`config.mk`:
```
export PLATFORM = sky130hd
export DESIGN_NAME = be_lsu_lane
export DESIGN_NICKNAME = d
export VERILOG_FILES = /design/src/rtl/be_lsu_pkg.sv /design/src/rtl/be_lsu_agen.sv /design/src/rtl/be_lsu_lane_sel.sv /design/src/rtl/be_lsu_load_align.sv /design/src/rtl/be_lsu_lane.sv
export SDC_FILE = /design/constraint.sdc
export NUM_CORES = 1
export LEC_CHECK = 0
export BUFFER_PORTS_ARGS = -buffer_cell sky130_fd_sc_hd__clkbuf_2
export CELL_PAD_IN_SITES_DETAIL_PLACEMENT = 1
export CELL_PAD_IN_SITES_GLOBAL_PLACEMENT = 2
export CORE_UTILIZATION = 22
export DETAILED_ROUTE_END_ITERATION = 8
export PLACE_DENSITY = 0.92
export RECOVER_POWER = 100
export SYNTH_ARGS = -nofsm -noshare
export SYNTH_HDL_FRONTEND = slang
export SYNTH_SLANG_ARGS = --single-unit
export TNS_END_PERCENT = 5
```
`constraint.sdc`:
```
create_clock -name clk -period 10.3 [get_ports clk]
set_clock_uncertainty 0.1 [all_clocks]
set_input_delay 2.06 -clock clk [delete_from_list [all_inputs] [get_ports clk]]
set_output_delay 2.06 -clock clk [all_outputs]
set_load 0.005 [all_outputs]
```
`src/rtl/be_lsu_pkg.sv`:
```
package be_lsu_pkg;

   typedef enum logic [1:0] {
      ACC_BYTE = 2'b00,
      ACC_HALF = 2'b01,
      ACC_WORD = 2'b10,
      ACC_RSVD = 2'b11
   } acc_size_e;

endpackage

```
`src/rtl/be_lsu_agen.sv`:
```
module be_lsu_agen
   import be_lsu_pkg::*;
#(
   parameter int ADDR_W = 32,
   parameter int OFS_W  = 16,
   parameter int LANE_W = 2
) (
   input  logic [ADDR_W-1:0] base_i,
   input  logic [OFS_W-1:0]  ofs_i,
   input  acc_size_e         size_i,
   output logic [ADDR_W-1:0] ea_o,
   output logic              misaligned_o
);

   localparam int EXT_W = ADDR_W - OFS_W;

   assign ea_o = base_i + {{EXT_W{ofs_i[OFS_W-1]}}, ofs_i};

   always_comb begin
      unique case (size_i)
         ACC_BYTE: misaligned_o = 1'b0;
         ACC_HALF: misaligned_o = ea_o[0];
         ACC_WORD: misaligned_o = |ea_o[LANE_W-1:0];
         default:  misaligned_o = 1'b1;
      endcase
   end

endmodule

```
`src/rtl/be_lsu_lane_sel.sv`:
```
module be_lsu_lane_sel
   import be_lsu_pkg::*;
#(
   parameter int DATA_W = 32,
   parameter int NL     = DATA_W / 8,
   parameter int LANE_W = $clog2(NL)
) (
   input  logic              en_i,
   input  logic [LANE_W-1:0] off_i,
   input  acc_size_e         size_i,
   input  logic [DATA_W-1:0] sdata_i,
   output logic [NL-1:0]     be_o,
   output logic [DATA_W-1:0] wdata_o
);

   localparam int HALF_W = DATA_W / 2;

   logic [LANE_W:0] nbytes;
   logic [LANE_W:0] first;
   logic [LANE_W:0] last_excl;

   always_comb begin
      unique case (size_i)
         ACC_BYTE: nbytes = (LANE_W+1)'(1);
         ACC_HALF: nbytes = (LANE_W+1)'(2);
         default:  nbytes = (LANE_W+1)'(NL);
      endcase
   end

   assign first     = {1'b0, off_i};
   assign last_excl = first + nbytes;

   // Byte offset L sits in strobe bit NL-1-L (big-endian lanes).
   for (genvar L = 0; L < NL; L++) begin : g_lane
      localparam logic [LANE_W:0] LIDX = (LANE_W+1)'(L);
      assign be_o[NL-1-L] = en_i && (LIDX >= first) && (LIDX < last_excl);
   end

   always_comb begin
      unique case (size_i)
         ACC_BYTE: wdata_o = {NL{sdata_i[7:0]}};
         ACC_HALF: wdata_o = {2{sdata_i[HALF_W-1:0]}};
         default:  wdata_o = sdata_i;
      endcase
   end

endmodule

```
`src/rtl/be_lsu_load_align.sv`:
```
module be_lsu_load_align
   import be_lsu_pkg::*;
#(
   parameter int DATA_W = 32,
   parameter int NL     = DATA_W / 8,
   parameter int LANE_W = $clog2(NL)
) (
   input  logic [DATA_W-1:0] rdata_i,
   input  logic [LANE_W-1:0] off_i,
   input  acc_size_e         size_i,
   input  logic              signed_i,
   output logic [DATA_W-1:0] data_o
);

   localparam int HALF_W = DATA_W / 2;
   localparam int SH_W   = LANE_W + 3;

   logic [LANE_W-1:0] rev;
   logic [SH_W-1:0]   sh_byte;
   logic [SH_W-1:0]   sh_half;
   logic [DATA_W-1:0] by_byte;
   logic [DATA_W-1:0] by_half;
   logic [7:0]        b_val;
   logic [HALF_W-1:0] h_val;

   // Lowest address is the most significant lane, so shift by the reversed offset.
   assign rev     = ~off_i;
   assign sh_byte = {rev, 3'b000};
   assign sh_half = {rev[LANE_W-1:1], 1'b0, 3'b000};
   assign by_byte = rdata_i >> sh_byte;
   assign by_half = rdata_i >> sh_half;
   assign b_val   = by_byte[7:0];
   assign h_val   = by_half[HALF_W-1:0];

   always_comb begin
      unique case (size_i)
         ACC_BYTE: data_o = {{(DATA_W-8){signed_i & b_val[7]}}, b_val};
         ACC_HALF: data_o = {{(DATA_W-HALF_W){signed_i & h_val[HALF_W-1]}}, h_val};
         default:  data_o = rdata_i;
      endcase
   end

endmodule

```
`src/rtl/be_lsu_lane.sv`:
```
module be_lsu_lane
   import be_lsu_pkg::*;
#(
   parameter int ADDR_W  = 32,
   parameter int DATA_W  = 32,
   parameter int OFS_W   = 16,
   parameter int NL      = DATA_W / 8,
   parameter int LANE_W  = $clog2(NL),
   parameter int WADDR_W = ADDR_W - LANE_W
) (
   input  logic               clk,
   input  logic               rst_n,
   input  logic               req_valid,
   input  logic               req_write,
   input  logic [1:0]         req_size,
   input  logic               req_signed,
   input  logic [ADDR_W-1:0]  base_addr,
   input  logic [OFS_W-1:0]   offset,
   input  logic [DATA_W-1:0]  store_data,
   output logic [WADDR_W-1:0] mem_word_addr,
   output logic [NL-1:0]      mem_byte_en,
   output logic               mem_write,
   output logic [DATA_W-1:0]  mem_wdata,
   input  logic [DATA_W-1:0]  mem_rdata,
   output logic [DATA_W-1:0]  load_data,
   output logic               load_valid,
   output logic               misalign_err
);

   if (DATA_W != 32) begin : g_bad_data_w
      $error("be_lsu_lane: DATA_W must be 32 (byte, halfword and word sizes)");
   end
   if (OFS_W > ADDR_W || OFS_W < 1) begin : g_bad_ofs_w
      $error("be_lsu_lane: OFS_W must lie between 1 and ADDR_W");
   end

   acc_size_e         size_e;
   logic [ADDR_W-1:0] ea;
   logic              misaligned;
   logic              legal;

   acc_size_e         size_q;
   logic              signed_q;
   logic [LANE_W-1:0] off_q;
   logic              vld_q;
   logic              err_q;

   assign size_e = acc_size_e'(req_size);

   be_lsu_agen #(
      .ADDR_W (ADDR_W),
      .OFS_W  (OFS_W),
      .LANE_W (LANE_W)
   ) u_agen (
      .base_i       (base_addr),
      .ofs_i        (offset),
      .size_i       (size_e),
      .ea_o         (ea),
      .misaligned_o (misaligned)
   );

   assign legal         = req_valid & ~misaligned;
   assign mem_word_addr = ea[ADDR_W-1:LANE_W];
   assign mem_write     = legal & req_write;

   be_lsu_lane_sel #(
      .DATA_W (DATA_W),
      .NL     (NL),
      .LANE_W (LANE_W)
   ) u_lane_sel (
      .en_i    (legal),
      .off_i   (ea[LANE_W-1:0]),
      .size_i  (size_e),
      .sdata_i (store_data),
      .be_o    (mem_byte_en),
      .wdata_o (mem_wdata)
   );

   always_ff @(posedge clk or negedge rst_n) begin
      if (!rst_n) begin
         vld_q    <= 1'b0;
         err_q    <= 1'b0;
         size_q   <= ACC_WORD;
         signed_q <= 1'b0;
         off_q    <= '0;
      end else begin
         vld_q <= legal & ~req_write;
         err_q <= req_valid & misaligned;
         if (legal && !req_write) begin
            size_q   <= size_e;
            signed_q <= req_signed;
            off_q    <= ea[LANE_W-1:0];
         end
      end
   end

   be_lsu_load_align #(
      .DATA_W (DATA_W),
      .NL     (NL),
      .LANE_W (LANE_W)
   ) u_load_align (
      .rdata_i  (mem_rdata),
      .off_i    (off_q),
      .size_i   (size_q),
      .signed_i (signed_q),
      .data_o   (load_data)
   );

   assign load_valid   = vld_q;
   assign misalign_err = err_q;

endmodule

```
-- Word level (Yosys, flattened, before mapping)
Cells that the tools add are included.
W data, S select, Z words.
- register bits: 7
- input port bits: 119
- output and inout bits: 101
- word-level logic and storage cells: 46
- $add $sub $neg: 2
- $lt $le $gt $ge: 8
- eq/ne operators: 3
- shift operators: 2
- mux-type cells: 4
- bitwise operators: 9
- reductions and logical operators: 13
- operators with widths (operator ; count):
    $pmux W32 S2 ; 2
    $add A32 B32 Y32 ; 1
    $shr A32 B5 Y16 ; 1
    $shr A32 B5 Y8 ; 1
    $logic_and A1 B1 Y1 ; 9
    $and A1 B1 Y1 ; 6
    $lt A1 B3 Y1 const A ; 2
    $lt A2 B3 Y1 const A ; 2
    $pmux W3 S2 ; 1
    $eq A2 B1 Y1 const B ; 2
    $ge A1 B2 Y1 const A ; 2
    $ge A2 B2 Y1 const A ; 2
    $logic_not A2 Y1 ; 2
    $add A2 B3 Y3 ; 1
    $pmux W1 S3 ; 1
    $eq A2 B2 Y1 const B ; 1
    $not A1 Y1 ; 2
    $not A2 Y2 ; 1
    $reduce_or A2 Y1 ; 1
    $logic_not A1 Y1 ; 1

-- Longest topological paths before layout
Gate-level depths: netlist of run 1.
- depth in word-level cells: 7
- mapped depth: 10
- gate-level depth less buffers: 9

-- Cells and area by module
Synthesis of run 1 repeated with hierarchy kept, for this count alone.
- cell total of the unflattened synthesis: 432
- area total of the unflattened synthesis: 3387.0 um^2
- by module, submodules not included (module ; times used ; cells an instance ; area an instance (um^2) ; sequential area each (um^2)):
    be_lsu_agen ; 1 ; 243 ; 1747.9 ; 0.0
    be_lsu_load_align ; 1 ; 106 ; 798.3 ; 0.0
    be_lsu_lane_sel ; 1 ; 67 ; 566.8 ; 0.0
    be_lsu_lane ; 1 ; 16 ; 274.0 ; 176.4

-- Worst setup path before layout of run 1
Ideal clock, no wire load.
- kind: input-to-output
- start point: input offset[0]
- end point: output mem_word_addr[22]
- arrival: 4.343 ns
- required time: 8.140 ns
- slack: 3.797 ns
- stages on the path: 10
- buffers on the path: 1
- cell sequence: ha_1 -> fa_1 -> a21oi_1 -> o211ai_1 -> a31o_2 -> a21o_1 -> a211o_1 -> a311oi_2 -> xnor2_1 -> buf_4
- longest elaborated chain between the ends: 1
- ends and longest elaborated chain (what ; RTL line ; source):
    start, declared ; be_lsu_lane.sv:18 ; input logic [OFS_W-1:0] offset,
    $add A32 B32 Y32 ; be_lsu_agen.sv:17 ; assign ea_o = base_i + {{EXT_W{ofs_i[OFS_W-1]}}, ofs_i};
    end, declared ; be_lsu_lane.sv:20 ; output logic [WADDR_W-1:0] mem_word_addr,
Every way passes these cells.

-- Worst setup path in the final report of run 1
- start point: input offset[2]
- end point: output mem_word_addr[29]
The elaborated chain is that of the path after synthesis.

==> results.yml, run 1 <==
detailed_routing:
  detail_route.wl_per_cell_um: 15.2
  drt_iter0_drc: 112
  drtAntennaViolNets: 0
  totalWireLength_um: 12500
  viasPerCell: 4.81
  dr.pass1.iters: 4
  num_vias: 3961
  drc: 0
yosys:
  yosysTopAreaCell: "ha_1"
  synthCells: 471
  yosys_most_used_dff: "dfrtp_1"
  synth-seq-cells: 7
  synth_nets: 624
  synth_top_area_share: 0.123
  avgSynthCellArea_um2: 6.89
  synth_area_um2: 3250
  post-synth-top-count-cell: "nand2_1"
  synthArstFlopShare: 1.00
  synth_edf_count: 0
  yosys.cell_types.count: 62
  synth_common_cells: "nand2_1 (92), buf_4 (38), o21ai_0 (35)"
  yosys_warnings: 0
  synth-seq-area-share: 0.0544
  synth.area.top_cells: "ha_1 (12%), nand2_1 (11%), buf_4 (8.8%), mux2_2 (5.9%), o21ai_0 (5.4%)"
floorplanning:
  die_w_um: 123
  fp-row-count: 44
  io_pins: 220
  initial_utilization: 0.224
  core_area_um2: 14500
  dieArea_um2: 15200
  die_h_um: 123
cells_and_area:
  areaGrowthSynthToFinish_pct: 28.3
  fillers: 1940
  drive_above_1_share: 0.271
  final_net_count: 793
  n_antenna_cell: 0
global_routing:
  grt_pass1_vias: 3734
  grtUsageTotal: 0.155
  grt_max_degree: 40
  grt_overflow: 0
  grt_first_pass_wirelength_um: 18900
  grt_antenna_before_repair: 0
placement:
  gp_congestion: 0.854
  io_buffers: 219
  dp_hpwl_um: 10700
sta:
  max_freq_ghz: 0.141
  min_period_ps: 7100
  drv_slew: 0
  rsz0062_at_grt: "no"
  maxSlewHeadroom: 0.169
  worst_pin_slew_ps: 1250
  fin_hold_ws_ps: 484
  setup_viol: 0
  finalSetupTns_ps: 0
  hold_viol_final: 0
  fin_crit_sh: 0.690
clocking:
  post_cts_resized: 0
  clkTransAtPathRegs_ps: 40
  cts.sinks: 7
  cts_hold_buf: 0
  post_cts_buffers: 0
  htree_levels: 1
  cts_buffers: 3
  cts_buffer_depth: 2
  insertion_delay_ps: 230
  cts_tree: "built"
  root_buffer: "clkbuf_16"
hold_path:
  hold_class: "reg2reg"
  whs_path_depth: 2
  hold_start: "signed_q"
setup_path:
  critPathCaptureType: "output port"
  worstRegToRegCells: 2
  critPathSlowestCell: "o311ai_0"
  arrival_ps: 4940
  crit_start: "offset[2]"
  reg2reg_from: "size_q[1]"
  critPathKind: "in2out"
  crit_chain: "clkbuf_2 -> ha_1 -> nor2_1 -> o311ai_0 -> a311oi_1 -> o311ai_0 -> o2111ai_1 -> a41oi_1 -> xnor2_1 -> clkbuf_1"
  worst-path-max-fanout: 5
  start_kind: "primary input"
  cpMostUsedCell: "o311ai_0"
  critical_path_required_ps: 8140
  max_stage_delay_ps: 710
pwr:
  p_leak_nw: 2.08
  peakVddDrop_uv: 43.7
  p_per_area_nw_per_um2: 108
run_status:
  outcome: "finished clean"
job:
  cap_viol_max_count: 0
[worst max-delay path: cells and delay by family]
kind            cells  cell delay [ps]
compound gates      5             2070
xor+xnor            1              150
simple gates        1               80
fa+ha+maj           1              370
buf+inv             2              200
[path summary, 6_finish.rpt]
path / endpoint / slack, ps
min: signed_q / 480
max reg2reg: size_q[1] / 9000
min in group asynchronous: misalign_err / 1630
max: mem_word_addr[29] / 3200
max in group asynchronous: size_q[1] / 8150
min reg2reg: signed_q / 480
[per-stage QoR]
stage	power (mW)	utilization	cell area, µm²	worst slack [ps]	instances
3_5_place_dp	0.403	0.292	4220	3390	819
6_report	0.450	0.288	4160	3200	823
4_1_cts	0.472	0.297	4300	3390	823
2_1_floorplan	0.287	-	3250	3800	471
3_3_place_gp	0.401	0.292	4220	3480	819
5_1_grt	0.500	0.288	4160	2860	823
[cell usage in the layout, fill, tap and decap left out, types with 14 or more instances in the layout]
cell        n
nand2_1    93
clkbuf_1   73
o21ai_0    35
a21oi_1    32
xnor2_1    19
clkbuf_2  144
mux2_2     16
mux2i_1    14
nor2_1     29
ha_1       32
[power breakdown]
group	total, mW	switching (mW)	leakage, nW	internal (mW)
Combinational	0.328	0.183	1.95	0.145
Sequential	0.0560	0.0224	0.0865	0.0336
Clock	0.0664	0.0149	0.0382	0.0515
[cell type report]
cell class                 instances  area, µm²  share of cell area
clock buffer                       4       78.8              0.0189
inverter                          12       45.0              0.0108
sequential                         7        176              0.0424
multi-input combinational        397       2630               0.632
timing repair buffer             219       1000               0.241
tap                              184        230              0.0553
[flip-flops by register name, summed over array words and instances, names as in the netlist]
name / cells
signed_q: 1
load_valid: 1
misalign_err: 1
off_q: 2
size_q: 2
[per-layer routing]
layer  wire length, µm  vias up  track usage
li1                  -     1990            -
met1              5680     1844        0.202
met2              6100      117        0.277
met3               587       10       0.0106
met4               150        0       0.0361
met5                 0        -            0
[cells by family (layout without fill, tap and decap cells)]
group / Yosys count / after routing / share of synthesized area
AND/OR/NAND/NOR: 169 / 169 / 0.231
AO/OA/AOI/OAI: 136 / 136 / 0.283
buffers and inverters: 67 / 235 / 0.121
adder cells (fa/ha/maj): 34 / 34 / 0.136
multiplexers: 31 / 31 / 0.102
XOR/XNOR: 27 / 27 / 0.0729
flip-flops: 7 / 7 / 0.0544
(Power assumes the default switching activity.)
==> run 2, diff against run 1 <==
CORE_UTILIZATION = 21   (was 22)
PLACE_DENSITY = 0.89   (was 0.92)
clock period = 7 ns   (was 10.3 ns; I/O delays follow)
==> results.yml, run 2 (synthesized netlist as in run 1, its figures left out) <==
setup_path:
  crit_buf_inv: 2
  critPathSlowestCell: "a311oi_1"
  critPathKind: "in2out"
  arrival_ps: 4540
  start_kind: "primary input"
  cpLargestDelayFamily: "compound AO/OA/AOI/OAI gates"
  crit_start: "offset[4]"
  crit_chain: "clkbuf_2 -> ha_1 -> a21oi_1 -> o311ai_0 -> a311oi_1 -> o311ai_0 -> o2111ai_1 -> a41oi_1 -> xnor2_1 -> clkbuf_2"
  critical_path_required_ps: 5500
  critPathCaptureType: "output port"
  reg2reg_from: "size_q[1]"
  worst-path-max-fanout: 5
  max_stage_delay_ps: 800
detailed_routing:
  viasPerCell: 4.73
  drtAntennaViolNets: 0
  detail_route.wl_per_cell_um: 15.6
  drc: 0
  dr.pass1.iters: 4
  num_vias: 3919
  totalWireLength_um: 12900
  drt_iter0_drc: 125
clocking:
  cts_hold_buf: 0
  cts_tree: "built"
  cts_buffer_depth: 2
  htree_levels: 1
  root_buffer: "clkbuf_16"
  cts_buffers: 3
  insertion_delay_ps: 230
  cts.sinks: 7
  post_cts_buffers: 0
  post_cts_resized: 0
  clkTransAtPathRegs_ps: 30
cells_and_area:
  fillers: 2002
  seqCellArea_um2: 176
  drive_above_1_share: 0.286
  multi_input_area_um2: 2630
  areaGrowthSynthToFinish_pct: 29.0
  layout_common_cells: "clkbuf_2 (154), nand2_1 (92), clkbuf_1 (65), o21ai_0 (36)"
  final_net_count: 794
  final_common_cell: "clkbuf_2"
  top_regs: "off_q: 2 flops, size_q: 2 flops"
  n_antenna_cell: 0
placement:
  dp_hpwl_um: 11200
  gp_congestion: 0.814
  io_buffers: 219
floorplanning:
  dieArea_um2: 16000
  fp-row-count: 45
  initial_utilization: 0.214
  die_w_um: 126
  io_pins: 220
  die_h_um: 126
  core_area_um2: 15100
sta:
  fin_hold_ws_ps: 464
  fin_crit_sh: 0.862
  hold_viol_final: 0
  max_freq_ghz: 0.166
  maxSlewHeadroom: 0.149
  drv_slew: 0
  rsz0062_at_grt: "no"
  finalSetupTns_ps: 0
  min_period_ps: 6040
  setup_viol: 0
  worst_pin_slew_ps: 1280
global_routing:
  grt_antenna_before_repair: 0
  grt_pass1_vias: 3775
  grt_max_degree: 40
  grt_first_pass_wirelength_um: 19900
  grtUsageTotal: 0.155
  grt_overflow: 0
job:
  cap_viol_max_count: 0
run_status:
  outcome: "finished clean"
hold_path:
  hold_start: "off_q[0]"
  hold_class: "reg2reg"
pwr:
  p_leak_nw: 2.11
  peakVddDrop_uv: 73.2
  p_per_area_nw_per_um2: 159
[run 2: layer usage]
| layer | share of wire | global-route usage | routed length (µm) | vias to the layer above |
|---|---|---|---|---|
| li1 | - | - | - | 1996 |
| met1 | 0.47 | 0.203 | 6050 | 1807 |
| met2 | 0.47 | 0.266 | 6110 | 101 |
| met3 | 0.034 | 0.0148 | 436 | 15 |
| met4 | 0.022 | 0.0496 | 289 | 0 |
| met5 | 0 | 0 | 0 | - |
[run 2: through the flow]
stage / std cells / power [mW] / area, µm² / setup slack [ps] / util
floorplan: 471 / 0.422 / 3250 / 1820 / -
global placement: 824 / 0.593 / 4240 / 1410 / 0.280
detailed placement: 824 / 0.598 / 4240 / 1340 / 0.280
CTS: 828 / 0.699 / 4310 / 1350 / 0.285
global route: 828 / 0.733 / 4190 / 693 / 0.276
finish: 828 / 0.667 / 4190 / 965 / 0.276
[run 2: worst paths after layout]
kind	end	slack, ps	depth (start not counted)
min	off_q[0]	460	2
max	mem_word_addr[29]	960	10
max in group asynchronous	size_q[1]	5530	1
min in group asynchronous	misalign_err	960	1
min reg2reg	off_q[0]	460	2
max reg2reg	size_q[1]	5690	2
[run 2: worst min-delay path, cell delays in order (launching register included)]
cell and delay [ps]:
dfrtp_1 400, nand2_1 70, nand2_1 60
[run 2: final cells by class]
class	instances	area share
Timing Repair Buffer	220	0.243
Clock buffer	4	0.0188
Tap cell	188	0.0562
Inverter	12	0.0108
Multi-Input combinational cell	397	0.629
Sequential cell	7	0.0421
[run 2: power breakdown]
| group | internal, mW | total, mW | leakage [nW] | switching [mW] |
|---|---|---|---|---|
| registers | 0.0495 | 0.0826 | 0.0865 | 0.0331 |
| logic | 0.217 | 0.488 | 1.98 | 0.270 |
| clock network | 0.0757 | 0.0972 | 0.0382 | 0.0215 |
| total | 0.343 | 0.667 | 2.11 | 0.325 |
